===== src/rtl/cps_pkg.sv =====
package cps_pkg;
    localparam int MODE_W = 5;
    localparam int NMODES = 1 << MODE_W;

    typedef enum logic [1:0] {
        FMT_W32 = 2'b00,
        FMT_N16 = 2'b01,
        FMT_N32 = 2'b10,
        FMT_BAD = 2'b11
    } fmt_e;

    typedef enum logic [1:0] {
        OUT_EXEC  = 2'b00,
        OUT_NOP   = 2'b01,
        OUT_UNDEF = 2'b10,
        OUT_HINT  = 2'b11
    } outcome_e;

    // Encoding-independent view of one instruction
    typedef struct packed {
        logic              op_ok;     // fixed opcode bits match
        logic              rsv_ok;    // should-be bits hold their value
        logic              compact;   // either compact encoding
        logic              pair;      // 32-bit compact encoding
        logic [1:0]        imod;
        logic              chg;       // M bit
        logic [2:0]        sel;       // A:I:F select
        logic [MODE_W-1:0] mode;
    } fields_t;

    typedef struct packed {
        logic              a;
        logic              i;
        logic              f;
        logic [MODE_W-1:0] mode;
        logic              il;
    } pstate_t;

    // Set or clear the selected mask bits, keep the rest
    function automatic logic [2:0] mask_update(logic [2:0] cur, logic [2:0] sel, logic set);
        return set ? (cur | sel) : (cur & ~sel);
    endfunction
endpackage


===== src/rtl/cps_fields.sv =====
module cps_fields
    import cps_pkg::*;
(
    input  logic [1:0]  fmt_i,
    input  logic [31:0] instr_i,
    output fields_t     fld_o
);
    localparam logic [11:0] W32_OP = 12'hF10;
    localparam logic [10:0] N16_OP = 11'b10110110011;
    localparam logic [11:0] N32_OP = 12'hF3A;

    always_comb begin
        fld_o = '0;
        unique case (fmt_e'(fmt_i))
            FMT_W32: begin
                fld_o.op_ok  = (instr_i[31:20] == W32_OP) && !instr_i[16] && !instr_i[5];
                fld_o.rsv_ok = (instr_i[15:9] == 7'd0);
                fld_o.imod   = instr_i[19:18];
                fld_o.chg    = instr_i[17];
                fld_o.sel    = instr_i[8:6];
                fld_o.mode   = instr_i[MODE_W-1:0];
            end
            FMT_N16: begin
                fld_o.op_ok   = (instr_i[15:5] == N16_OP);
                fld_o.rsv_ok  = !instr_i[3];
                fld_o.compact = 1'b1;
                fld_o.imod    = {1'b1, instr_i[4]};
                fld_o.sel     = instr_i[2:0];
            end
            FMT_N32: begin
                fld_o.op_ok   = (instr_i[31:20] == N32_OP) && (instr_i[15:14] == 2'b10)
                                && !instr_i[12];
                fld_o.rsv_ok  = (instr_i[19:16] == 4'hF) && !instr_i[13] && !instr_i[11];
                fld_o.compact = 1'b1;
                fld_o.pair    = 1'b1;
                fld_o.imod    = instr_i[10:9];
                fld_o.chg     = instr_i[8];
                fld_o.sel     = instr_i[7:5];
                fld_o.mode    = instr_i[MODE_W-1:0];
            end
            default: fld_o = '0;
        endcase
    end
endmodule


===== src/rtl/cps_classify.sv =====
module cps_classify
    import cps_pkg::*;
(
    input  fields_t  fld_i,
    input  logic     in_cond_i,
    input  logic     user_i,
    output outcome_e kind_o
);
    logic reserved;

    always_comb begin
        reserved = !fld_i.rsv_ok
                 || (fld_i.compact && in_cond_i)
                 || (fld_i.imod == 2'b00 && !fld_i.chg)
                 || (fld_i.imod[1] && fld_i.sel == 3'b000)
                 || (!fld_i.imod[1] && fld_i.sel != 3'b000)
                 || (!fld_i.chg && fld_i.mode != '0);

        if (!fld_i.op_ok)                                       kind_o = OUT_UNDEF;
        else if (fld_i.pair && fld_i.imod == 2'b00 && !fld_i.chg) kind_o = OUT_HINT;
        else if (fld_i.imod == 2'b01)                           kind_o = OUT_UNDEF;
        else if (reserved || user_i)                            kind_o = OUT_NOP;
        else                                                    kind_o = OUT_EXEC;
    end
endmodule


===== src/rtl/cps_state.sv =====
module cps_state
    import cps_pkg::*;
#(
    parameter logic [MODE_W-1:0] RESET_MODE = 5'h13
) (
    input  logic              clk,
    input  logic              rst,
    input  logic              upd_i,
    input  fields_t           fld_i,
    input  logic [NMODES-1:0] legal_mask_i,
    output pstate_t           st_o
);
    pstate_t st_q;
    logic    legal;
    logic [2:0] nxt_mask;

    assign legal    = legal_mask_i[fld_i.mode];
    assign nxt_mask = mask_update({st_q.a, st_q.i, st_q.f}, fld_i.sel, fld_i.imod[0]);

    always_ff @(posedge clk) begin
        if (rst) begin
            st_q.a    <= 1'b1;
            st_q.i    <= 1'b1;
            st_q.f    <= 1'b1;
            st_q.mode <= RESET_MODE;
            st_q.il   <= 1'b0;
        end else if (upd_i) begin
            if (fld_i.imod[1]) {st_q.a, st_q.i, st_q.f} <= nxt_mask;
            if (fld_i.chg) begin
                if (legal) st_q.mode <= fld_i.mode;
                else       st_q.il   <= 1'b1;
            end
        end
    end

    assign st_o = st_q;

    p_reset_r1: assert property (@(posedge clk)
        $past(rst) |-> (st_q.a && st_q.i && st_q.f && st_q.mode == RESET_MODE && !st_q.il));

    // legal mode write lands
    p_legal_mode_r4: assert property (@(posedge clk) disable iff (rst)
        upd_i && fld_i.chg && legal |=> st_q.mode == $past(fld_i.mode));

    p_illegal_mode_r5: assert property (@(posedge clk) disable iff (rst)
        upd_i && fld_i.chg && !legal |=> st_q.il && $stable(st_q.mode));
endmodule


===== src/rtl/cps_unit.sv =====
// Fixed resolution of reserved encodings: imod=01 and any opcode mismatch
// report undefined; every other reserved combination retires as a NOP with
// no state effect and undef_o low.
module cps_unit
    import cps_pkg::*;
#(
    parameter logic [4:0] RESET_MODE = 5'h13
) (
    input  logic        clk,
    input  logic        rst,
    input  logic        valid_i,
    input  logic [1:0]  fmt_i,
    input  logic [31:0] instr_i,
    input  logic        in_cond_i,
    input  logic        user_i,
    input  logic [31:0] legal_mask_i,
    output logic        mask_a_o,
    output logic        mask_i_o,
    output logic        mask_f_o,
    output logic [4:0]  mode_o,
    output logic        illegal_o,
    output logic        undef_o,
    output logic        nop_o,
    output logic        hint_o
);
    fields_t  fld;
    outcome_e kind;
    pstate_t  st;
    logic     upd;

    cps_fields u_fields (
        .fmt_i   (fmt_i),
        .instr_i (instr_i),
        .fld_o   (fld)
    );

    cps_classify u_classify (
        .fld_i     (fld),
        .in_cond_i (in_cond_i),
        .user_i    (user_i),
        .kind_o    (kind)
    );

    assign upd = valid_i && (kind == OUT_EXEC);

    cps_state #(.RESET_MODE(RESET_MODE)) u_state (
        .clk          (clk),
        .rst          (rst),
        .upd_i        (upd),
        .fld_i        (fld),
        .legal_mask_i (legal_mask_i),
        .st_o         (st)
    );

    assign mask_a_o  = st.a;
    assign mask_i_o  = st.i;
    assign mask_f_o  = st.f;
    assign mode_o    = st.mode;
    assign illegal_o = st.il;
    assign undef_o   = valid_i && (kind == OUT_UNDEF);
    assign nop_o     = valid_i && (kind == OUT_NOP);
    assign hint_o    = valid_i && (kind == OUT_HINT);

    p_one_outcome_r12: assert property (@(posedge clk) disable iff (rst)
        $onehot0({undef_o, nop_o, hint_o}));

    p_undef_hold_r6: assert property (@(posedge clk) disable iff (rst)
        undef_o |=> $stable(st));

    p_hint_hold_r7: assert property (@(posedge clk) disable iff (rst)
        hint_o |=> $stable(st));

    p_nop_hold_r8: assert property (@(posedge clk) disable iff (rst)
        nop_o |=> $stable(st));

    p_idle_hold_r11: assert property (@(posedge clk) disable iff (rst)
        !valid_i |=> $stable(st));

    // a selected A bit follows imod bit 0 after an executed change
    p_mask_a_r2: assert property (@(posedge clk) disable iff (rst)
        upd && fld.imod[1] && fld.sel[2] |=> mask_a_o == $past(fld.imod[0]));
endmodule


===== config.mk =====
export PLATFORM = sky130hd
export DESIGN_NAME = cps_unit
export DESIGN_NICKNAME = d
export VERILOG_FILES = /design/src/rtl/cps_pkg.sv /design/src/rtl/cps_fields.sv /design/src/rtl/cps_classify.sv /design/src/rtl/cps_state.sv /design/src/rtl/cps_unit.sv
export SDC_FILE = /design/constraint.sdc
export NUM_CORES = 1
export LEC_CHECK = 0
export ABC_AREA = 0
export BUFFER_PORTS_ARGS = -buffer_cell sky130_fd_sc_hd__buf_4
export CORE_ASPECT_RATIO = 0.75
export CORE_MARGIN = 2
export CORE_UTILIZATION = 30
export DETAILED_ROUTE_END_ITERATION = 10
export GPL_TIMING_DRIVEN = 1
export SLEW_MARGIN = 20
export SYNTH_ARGS = -nofsm -noshare
export SYNTH_HDL_FRONTEND = slang
export SYNTH_SLANG_ARGS = --single-unit

===== constraint.sdc =====
create_clock -name clk -period 2.7 [get_ports clk]
set_input_delay 0.405 -clock clk [delete_from_list [all_inputs] [get_ports clk]]
set_output_delay 0.405 -clock clk [all_outputs]
set_load 0.005 [all_outputs]

==> qor.csv <==
metric,value,unit
synth_warnings,0,
via_count,1669,
areaGrowthSynthToFinish,80.6,%
h-tree-depth,1,
met1Wirelength,2.07,mm
grt_pass1_vias,1596,
critical_path_required,2.30,ns
dieArea,4380,um^2
ff_latch_area,180,um^2
synth-edff-count,0,
grt-ovfl-total,0,
wl_met2,2.15,mm
ant_nets,0,
grt_pass1_wl,7.39,mm
place_congestion,0.847,
hp-class,in -> reg,
clk_pin_slew,0.04,ns
worst-path-max-fanout,5,
hold_violations,0,
critical_path.startpoint_type,input port,
period_share,99.6,%
cts_tree,yes,
ys_seq_area_share,15.6,%
placed_area,1950,um^2
max_freq,372,MHz
power.share.clock,28.5,%
comb_power_share,46.5,%
fin_cells,304,
filler_cell_count,366,
ys_async_sr_fraction,0,%
p_sw_share,30.0,%
routed_wl,4.69,mm
core-area,3680,um^2
synth_common_cells,"nand2_1, a21oi_1, o21ai_0",
grt_usage,21.4,%
status,"complete, no violations",
power,0.000533,W
rsz0062_at_grt,true,
synth_ff_type,dfxtp_1,
slew-limit-headroom,69.9,%
port_buffers,82,
yosysTopAreaCellShare,15.6,%
final_net_count,328,
finalClockSkew,0,ns
synth_area,1160,um^2
avgRoutedWirePerCell,15.4,um
synth.avg_cell_area,7.72,um^2
io_pins,83,
setup_viol,0,
grt_max_degree,19,
cts.sinks,9,
power.density,255,nW/um^2
worstPathArrival,2.28,ns
route.met3.wl,442,um
syn-num-nets,225,
root_buffer,clkbuf_8,
cap_violations,0,
criticalPathCategory,in -> out,
initial_core_util,31.4,%
clkLatencyLatePin,0.23,ns
drt_first_pass_iters,4,
via_per_inst,5.49,
std_cell_rows,19,
synthCells,150,
leakage,0.909,nW
dp_hpwl,3.79,mm
grt_antenna_before_repair,0,
yosysTopAreaCell,dfxtp_1,
top_layer_used,met4,
stdcell_area,2090,um^2
p_switching,0.000160,W
vdd_drop_max,0.420,mV
die_y,57.8,um
numCtsBuffers,3,
worst_pin_slew,0.451,ns
p_int,0.000373,W
dpl.cell_count,297,
synth.distinct_cells,48,
tns,0,ns
seq_power_share,25.0,%
synthTopCellsByArea,"dfxtp_1, mux2i_1, a21oi_1",
multi_input_area,990,um^2
drcViolationCount,0,
cts_buffer_depth,2,
drtIter0Drc,162,
drive_gt1_share,53.6,%
synth.most_common_cell,nand2_1,
maxSlewViolCount,0,
diodes,0,
end_kind,output port,
fin_crit,2.69,ns
die_width,75.7,um
synth_seq_cells,9,
## layer usage
layer	vias to the layer above	track usage (%)
li1	811	-
met5	-	0
met3	8	4.70
met2	83	34.3
met1	767	29.7
met4	0	4.26
## cell families after synthesis
group | share of synthesized area, %
AND/OR/NAND/NOR | 26.9
AO/OA/AOI/OAI | 35.4
buffers and inverters | 5.19
multiplexers | 12.6
flip-flops | 15.6
adder cells (fa/ha/maj) | 4.32
## placed cells by master (no fill, tap or decap), drive strengths merged, types with 2 or more instances in the layout
master and instances:
ha 4, inv 6, o211ai 3, o22a 4, nand3 2, nor3 6
a21oi 11, o21ai 12, mux2 3, o221ai 3, nor4b 2, dfxtp 9
a221oi 2, nor3b 2, nand4 3, nor2 6, or3 2, a211oi 4
clkbuf 4, o22ai 2, buf 105, nand4b 3, nand2 12, a22oi 2
a222oi 3, or4 2, mux2i 9, nand2b 3, o311ai 4, nor4 5
## power by group through the flow
stage	logic (W)	registers, W	clock network [W]
final	0.000248	0.000133	0.000152
after global routing	0.000272	0.000133	0.000167
after CTS	0.000231	0.000133	0.000156
after detailed placement	0.000227	0.000136	0
after global placement	0.000222	0.000136	0
after floorplan	0.0000934	0.000136	0
## through the flow
stage / hold WS (ns) / utilization, % / setup slack (ns)
2_1_floorplan: 0.460 / - / 0.0145
3_3_place_gp: 0.460 / 52.9 / -0.113
3_5_place_dp: 0.472 / 52.9 / -0.320
4_1_cts: 0.355 / 54.6 / 0.00113
6_report: 0.359 / 56.7 / 0.0112
5_1_grt: 0.369 / 56.7 / -0.0787
## worst max-delay path, cell delays in order
cell and delay, ns:
buf_4 0.11, inv_2 0.06, ha_4 0.17, buf_4 0.14, a222oi_1 0.41, nand3_1 0.27, nor2_2 0.19, a21oi_2 0.08
mux2i_2 0.23, nor4b_2 0.08, buf_4 0.14
## layout make-up
class	count	share of cell area [%]
Clock buffer	4	2.15
Inverter	6	1.08
Multi-Input combinational cell	128	47.3
Sequential cell	9	8.62
Timing Repair Buffer	105	37.7
Tap cell	52	3.11
## what timing repair did
item | in CTS | in global routing
setup endpoints to repair | 6 | 8
pin swaps | 0 | 7
resized for setup | 5 | 15
hold buffers | 0 | 0
setup buffers | 0 | 3
## path summary, 6_finish.rpt
path                                      start         endpoint  slack (ns)  cells after the start
worst min-delay path                        rst  u_state.st_o[3]        0.36                      2
worst max-delay path                   fmt_i[0]           hint_o        0.01                     11
worst max register to register  u_state.st_o[1]  u_state.st_o[1]        2.03                      2
worst min register to register  u_state.st_o[0]  u_state.st_o[0]        0.48                      2
No activity file was read; power rests on OpenSTA's default activity.
